[src/rtl/csel_pkg.sv]
package csel_pkg;
  // Width of an index field able to name n entries (at least one bit).
  function automatic int unsigned idx_w(int unsigned n);
    return (n > 1) ? $clog2(n) : 1;
  endfunction
endpackage

[src/rtl/csel_rr_pick.sv]
module csel_rr_pick
  import csel_pkg::*;
#(
  parameter int unsigned W  = 2,
  parameter int unsigned PW = idx_w(W)
) (
  input  logic [W-1:0]  req,
  input  logic [PW-1:0] last,
  output logic          found,
  output logic [PW-1:0] pick
);
  // Scan from last+1 upward with wrap; descending loop so the nearest hit wins.
  always_comb begin
    found = 1'b0;
    pick  = '0;
    for (int unsigned k = W; k >= 1; k--) begin
      int unsigned c;
      c = (32'(last) + k) % W;
      if (req[c]) begin
        found = 1'b1;
        pick  = PW'(c);
      end
    end
  end
endmodule

[src/rtl/csel_ptr_reg.sv]
module csel_ptr_reg #(
  parameter int unsigned PW      = 3,
  parameter logic [PW-1:0] RST_V = '0
) (
  input  logic          clk,
  input  logic          rst_n,
  input  logic          en,
  input  logic [PW-1:0] nxt,
  output logic [PW-1:0] q
);
  always_ff @(posedge clk or negedge rst_n) begin
    if (!rst_n)  q <= RST_V;
    else if (en) q <= nxt;
  end
endmodule

[src/rtl/slot_grant_arbiter.sv]
module slot_grant_arbiter
  import csel_pkg::*;
#(
  parameter int unsigned N = 8,
  parameter int unsigned S = 4
) (
  input  logic                 clk,
  input  logic                 rst_n,
  input  logic                 part_mode,
  input  logic [N-1:0]         slot_ready,
  input  logic                 accept,
  output logic                 gnt_valid,
  output logic [idx_w(N)-1:0]  gnt_idx,
  output logic [N-1:0]         gnt_onehot
);
  localparam int unsigned G  = N / S;
  localparam int unsigned IW = idx_w(N);
  localparam int unsigned LW = idx_w(G);
  localparam int unsigned SW = idx_w(S);

  if ((N % S) != 0 || N < S) begin : g_bad_cfg
    $error("slot_grant_arbiter: N must be a multiple of S and not below it");
  end

  // ---------------- shared rotation ----------------
  logic [IW-1:0] glb_ptr, glb_pick;
  logic          glb_found, glb_en;

  csel_rr_pick #(.W(N), .PW(IW)) u_glb_pick (
    .req(slot_ready), .last(glb_ptr), .found(glb_found), .pick(glb_pick)
  );

  // ---------------- per-group rotation ----------------
  logic [LW-1:0]   grp_ptr  [S];
  logic [LW-1:0]   grp_pick [S];
  logic [S-1:0]    grp_found, grp_en;
  logic [S*LW-1:0] grp_ptr_flat;

  for (genvar g = 0; g < S; g++) begin : g_grp
    csel_rr_pick #(.W(G), .PW(LW)) u_pick (
      .req(slot_ready[g*G +: G]), .last(grp_ptr[g]),
      .found(grp_found[g]), .pick(grp_pick[g])
    );
    csel_ptr_reg #(.PW(LW), .RST_V('0)) u_ptr (
      .clk(clk), .rst_n(rst_n), .en(grp_en[g]),
      .nxt(grp_pick[g]), .q(grp_ptr[g])
    );
    assign grp_ptr_flat[g*LW +: LW] = grp_ptr[g];
  end

  // Fixed priority across groups: lowest group with a hit wins.
  logic          part_found;
  logic [SW-1:0] part_grp;
  logic [IW-1:0] part_idx;
  always_comb begin
    part_found = 1'b0;
    part_grp   = '0;
    part_idx   = '0;
    for (int g = S - 1; g >= 0; g--) begin
      if (grp_found[g]) begin
        part_found = 1'b1;
        part_grp   = SW'(g);
        part_idx   = IW'(g * G) + IW'(grp_pick[g]);
      end
    end
  end

  // ---------------- outputs ----------------
  always_comb begin
    gnt_valid  = part_mode ? part_found : glb_found;
    gnt_idx    = part_mode ? part_idx   : glb_pick;
    gnt_onehot = '0;
    for (int unsigned i = 0; i < N; i++)
      gnt_onehot[i] = gnt_valid && (gnt_idx == IW'(i));
  end

  // ---------------- next-state enables ----------------
  logic take;
  always_comb begin
    take   = gnt_valid & accept;
    glb_en = take & ~part_mode;
    for (int unsigned g = 0; g < S; g++)
      grp_en[g] = take & part_mode & (part_grp == SW'(g));
  end

  csel_ptr_reg #(.PW(IW), .RST_V('0)) u_glb_ptr (
    .clk(clk), .rst_n(rst_n), .en(glb_en), .nxt(glb_pick), .q(glb_ptr)
  );

  // ---------------- assertions ----------------
  logic [N-1:0] below_mask;
  always_comb
    for (int unsigned i = 0; i < N; i++)
      below_mask[i] = (i / G) < (32'(gnt_idx) / G);

  p_idle_r1: assert property (@(posedge clk) disable iff (!rst_n)
    !(|slot_ready) |-> (!gnt_valid && gnt_onehot == '0));

  p_avail_r2: assert property (@(posedge clk) disable iff (!rst_n)
    (|slot_ready) |-> (gnt_valid && slot_ready[gnt_idx]));

  p_lowgrp_r4: assert property (@(posedge clk) disable iff (!rst_n)
    (part_mode && gnt_valid) |-> ((slot_ready & below_mask) == '0));

  p_hold_r6: assert property (@(posedge clk) disable iff (!rst_n)
    !(gnt_valid && accept) |=> ($stable(glb_ptr) && $stable(grp_ptr_flat)));

  p_onehot_r8: assert property (@(posedge clk) disable iff (!rst_n)
    gnt_valid |-> ($countones(gnt_onehot) == 1 && gnt_onehot[gnt_idx]));
endmodule

[config.mk]
export PLATFORM = sky130hd
export DESIGN_NAME = slot_grant_arbiter
export DESIGN_NICKNAME = d
export VERILOG_FILES = /design/src/rtl/csel_pkg.sv /design/src/rtl/csel_rr_pick.sv /design/src/rtl/csel_ptr_reg.sv /design/src/rtl/slot_grant_arbiter.sv
export SDC_FILE = /design/constraint.sdc
export NUM_CORES = 1
export LEC_CHECK = 0
export CAP_MARGIN = 20
export CORE_ASPECT_RATIO = 1.1
export CORE_UTILIZATION = 40
export DETAILED_ROUTE_END_ITERATION = 10
export PLACE_DENSITY_LB_ADDON = 0.05
export SETUP_SLACK_MARGIN = 0.02
export SLEW_MARGIN = 20
export SYNTH_ARGS = -nofsm -noshare
export SYNTH_HDL_FRONTEND = slang
export SYNTH_SLANG_ARGS = --single-unit
[constraint.sdc]
create_clock -name clk -period 4.3 [get_ports clk]
set_input_delay 0.86 -clock clk [delete_from_list [all_inputs] [get_ports clk]]
set_output_delay 0.86 -clock clk [all_outputs]
set_load 0.01 [all_outputs]
==> qor.txt <==
status - completed
DR WL/cell - 17.8 microns
final hold vios - 0
M1 WL - 2680 microns
CP startpoint kind - primary input
share of layout cells above drive strength 1 - 0.454
register area share after synthesis - 0.100
Max Used Layer - met4
Final ANT Viol Nets - 0
crit path max-delay cell type - mux4_2
Yosys Warn Count - 0
# setup viols final - 0
number of synthesized flops with an enable pin - 0
DR iter-0 viols - 120
vias in the first global route - 2066
Die X - 65.0 microns
TritonCTS buffer count - 3
Clock Latency Late Sink - 0.23 ns
Worst EP arrival - 3.40 ns
drt first pass iters - 4
kind of critical path - in2out
Synth async-reset ratio - 1.00
WP data required - 3.44 ns
clock skew - 0.00423 ns
Port Buf Inserts - 23
routed wl met2 - 3000 microns
CTS Sinks - 7
Setup crit end kind - output port
crit-path cells - clkdlybuf4s15_2 -> buf_4 -> mux4_2 -> buf_4 -> a21oi_1 -> nor2_1 -> a31oi_2 -> a31oi_4 -> or2_2 -> nor3b_2 -> clkdlybuf4s15_2
core area - 4080 sq um
crit path max fanout - 7
WL met3 - 250 microns
Yosys cell types - 49
largest net degree at the start of global routing - 26
synthesized instance count - 221
DPL Wire Length - 4560 microns
Post-Route WL - 6140 microns
Vias/cell - 6.05
CP top delay family - buffers and inverters
area delta synth->final - 47.6%
Clock Tree Root - clkbuf_8
worst hold path class - reg2reg
Fmax - 0.235 GHz
overall die area - 4640 sq um
relative slew slack - 0.609
first-pass GRT wire length - 10200 microns
Placer Congestion - 0.915
die height - 71.3 microns
TritonCTS clock tree - done
# rows - 24
Ports - 24
CTS Hold Bufs - 0
Avg Cell Area, Syn - 7.90 sq um
Tmin final - 4.26 ns
Syn Nets - 235
antenna violations before repair - 0
Worst Tran Pin Value - 0.580 ns
worst hold slack - 0.490 ns
Starting Density - 0.428
Layout Nets - 308
Crit path largest cell delay - 0.52 ns
Total Routing Usage GR - 0.280
Post-Syn Area - 1750 sq um
#FFs+latches synth - 7
# fillers - 379
Ant. Diodes - 0
Slew Viols, Final - 0
final cycle utilization of the critical path - 0.990
vias post-DR - 2088
Clock transition at path regs - 0.05 ns
DR DRC count - 0
clk buf depth - 2
Main synth FF type - dfrtp_1
Buf/Inv on CP - 4
# H-tree levels - 1
max_cap viols - 0
Util after Layout - 0.631
GRT overflow - 0
registers in the layout, summed over array words and instances, names as in the netlist:
| name | count |
|---|---|
| g_grp.u_ptr.q | 4 |
| u_glb_ptr.q | 3 |
area by class of cell:
class	instances	area (sq um)	share of cell area
Clock buffer	3	41.3	0.0160
Clock inverter	1	5.00	0.00194
Inverter	8	30.0	0.0116
Multi-Input combinational cell	184	1560	0.605
Sequential cell	7	175	0.0679
Tap cell	52	65.1	0.0252
Timing Repair Buffer	90	703	0.273
kinds of logic after synthesis:
kind of cell	after synthesis	synth area share
flops	7	0.100
mux	36	0.292
xor+xnor	6	0.0301
compound gates	56	0.228
buf+inv	30	0.0788
simple gates	84	0.257
fa+ha+maj	2	0.0143
metal layers:
| metal | up-vias | GRT usage |
|---|---|---|
| li1 | 988 | - |
| met4 | 0 | 0.0790 |
| met3 | 18 | 0.0303 |
| met1 | 1007 | 0.364 |
| met2 | 75 | 0.487 |
| met5 | - | 0 |
cells in the mapped netlist, types with 2 or more instances:
cell type	instances	area, sq um
a22oi_1	2	15.0
o31ai_1	4	30.0
mux2i_1	13	130
nor3b_1	9	67.6
o2bb2ai_1	2	17.5
dfrtp_1	7	175
a31oi_1	4	25.0
buf_6	2	22.5
nor3_1	20	100
clkbuf_1	14	52.6
or3b_2	2	17.5
buf_2	5	25.0
a22o_1	2	17.5
o211ai_1	4	30.0
mux2_2	12	135
and3b_1	2	17.5
nor4_1	7	43.8
nand3b_1	4	30.0
nand2_1	17	63.8
a211oi_1	4	30.0
mux4_2	9	203
nor2b_1	2	12.5
inv_1	7	26.3
nand2b_1	2	12.5
ha_1	2	25.0
a21boi_0	3	22.5
nor2_1	12	45.0
o21ai_0	13	65.1
nand3_1	4	20.0
a21oi_1	8	40.0
xor2_1	3	26.3
xnor2_1	3	26.3
final timing paths:
kind | slack, ns | cells past startpoint | to | startpoint
max | 0.04 | 11 | gnt_onehot[1] | slot_ready[4]
min | 0.49 | 1 | g_grp[1].u_ptr.q$_DFFE_PN0P_ | g_grp[1].u_ptr.q$_DFFE_PN0P_
max reg2reg | 1.34 | 11 | u_glb_ptr.q[2]$_DFFE_PN0P_ | u_glb_ptr.q[0]$_DFFE_PN0P_
min reg2reg | 0.49 | 1 | g_grp[1].u_ptr.q$_DFFE_PN0P_ | g_grp[1].u_ptr.q$_DFFE_PN0P_
max in group asynchronous | 3.14 | 1 | u_glb_ptr.q[2]$_DFFE_PN0P_ | rst_n
min in group asynchronous | 0.90 | 1 | g_grp[0].u_ptr.q$_DFFE_PN0P_ | rst_n
what timing repair did:
item                                    in CTS  in global routing
gates resized for setup                     65                 28
endpoints found under the setup margin      11                 10
buffers inserted                             7                  3
pin swaps                                    3                  5
layout by cell type, fill, tap and decap left out, types with 4 or more instances in the layout:
master / instances
a211oi_1: 4
a21oi_1: 8
buf_2: 9
buf_4: 65
clkdlybuf4s15_2: 5
clkdlybuf4s50_1: 4
dfrtp_1: 7
inv_1: 7
mux2_2: 12
mux2i_1: 9
mux4_2: 10
nand2_1: 17
nand3_1: 4
nand3b_1: 4
nor2_1: 11
nor3_1: 17
nor3b_1: 5
nor3b_2: 4
nor4_1: 7
o211ai_1: 4
o21ai_0: 11
stage by stage:
stage               setup TNS (ns)  std cells  setup WS [ns]  instance area (sq um)
finish                           0        345         0.0430                   2580
global route               -0.0420        345        -0.0420                   2580
CTS                              0        342        0.00595                   2540
detailed placement           -6.26        331         -0.675                   2360
global placement             -5.06        331         -0.546                   2360
floorplan                        0        221          0.123                   1750
Power is not shown: default switching activity piles up to over one toggle a cycle in this logic, so the estimate is an artifact.
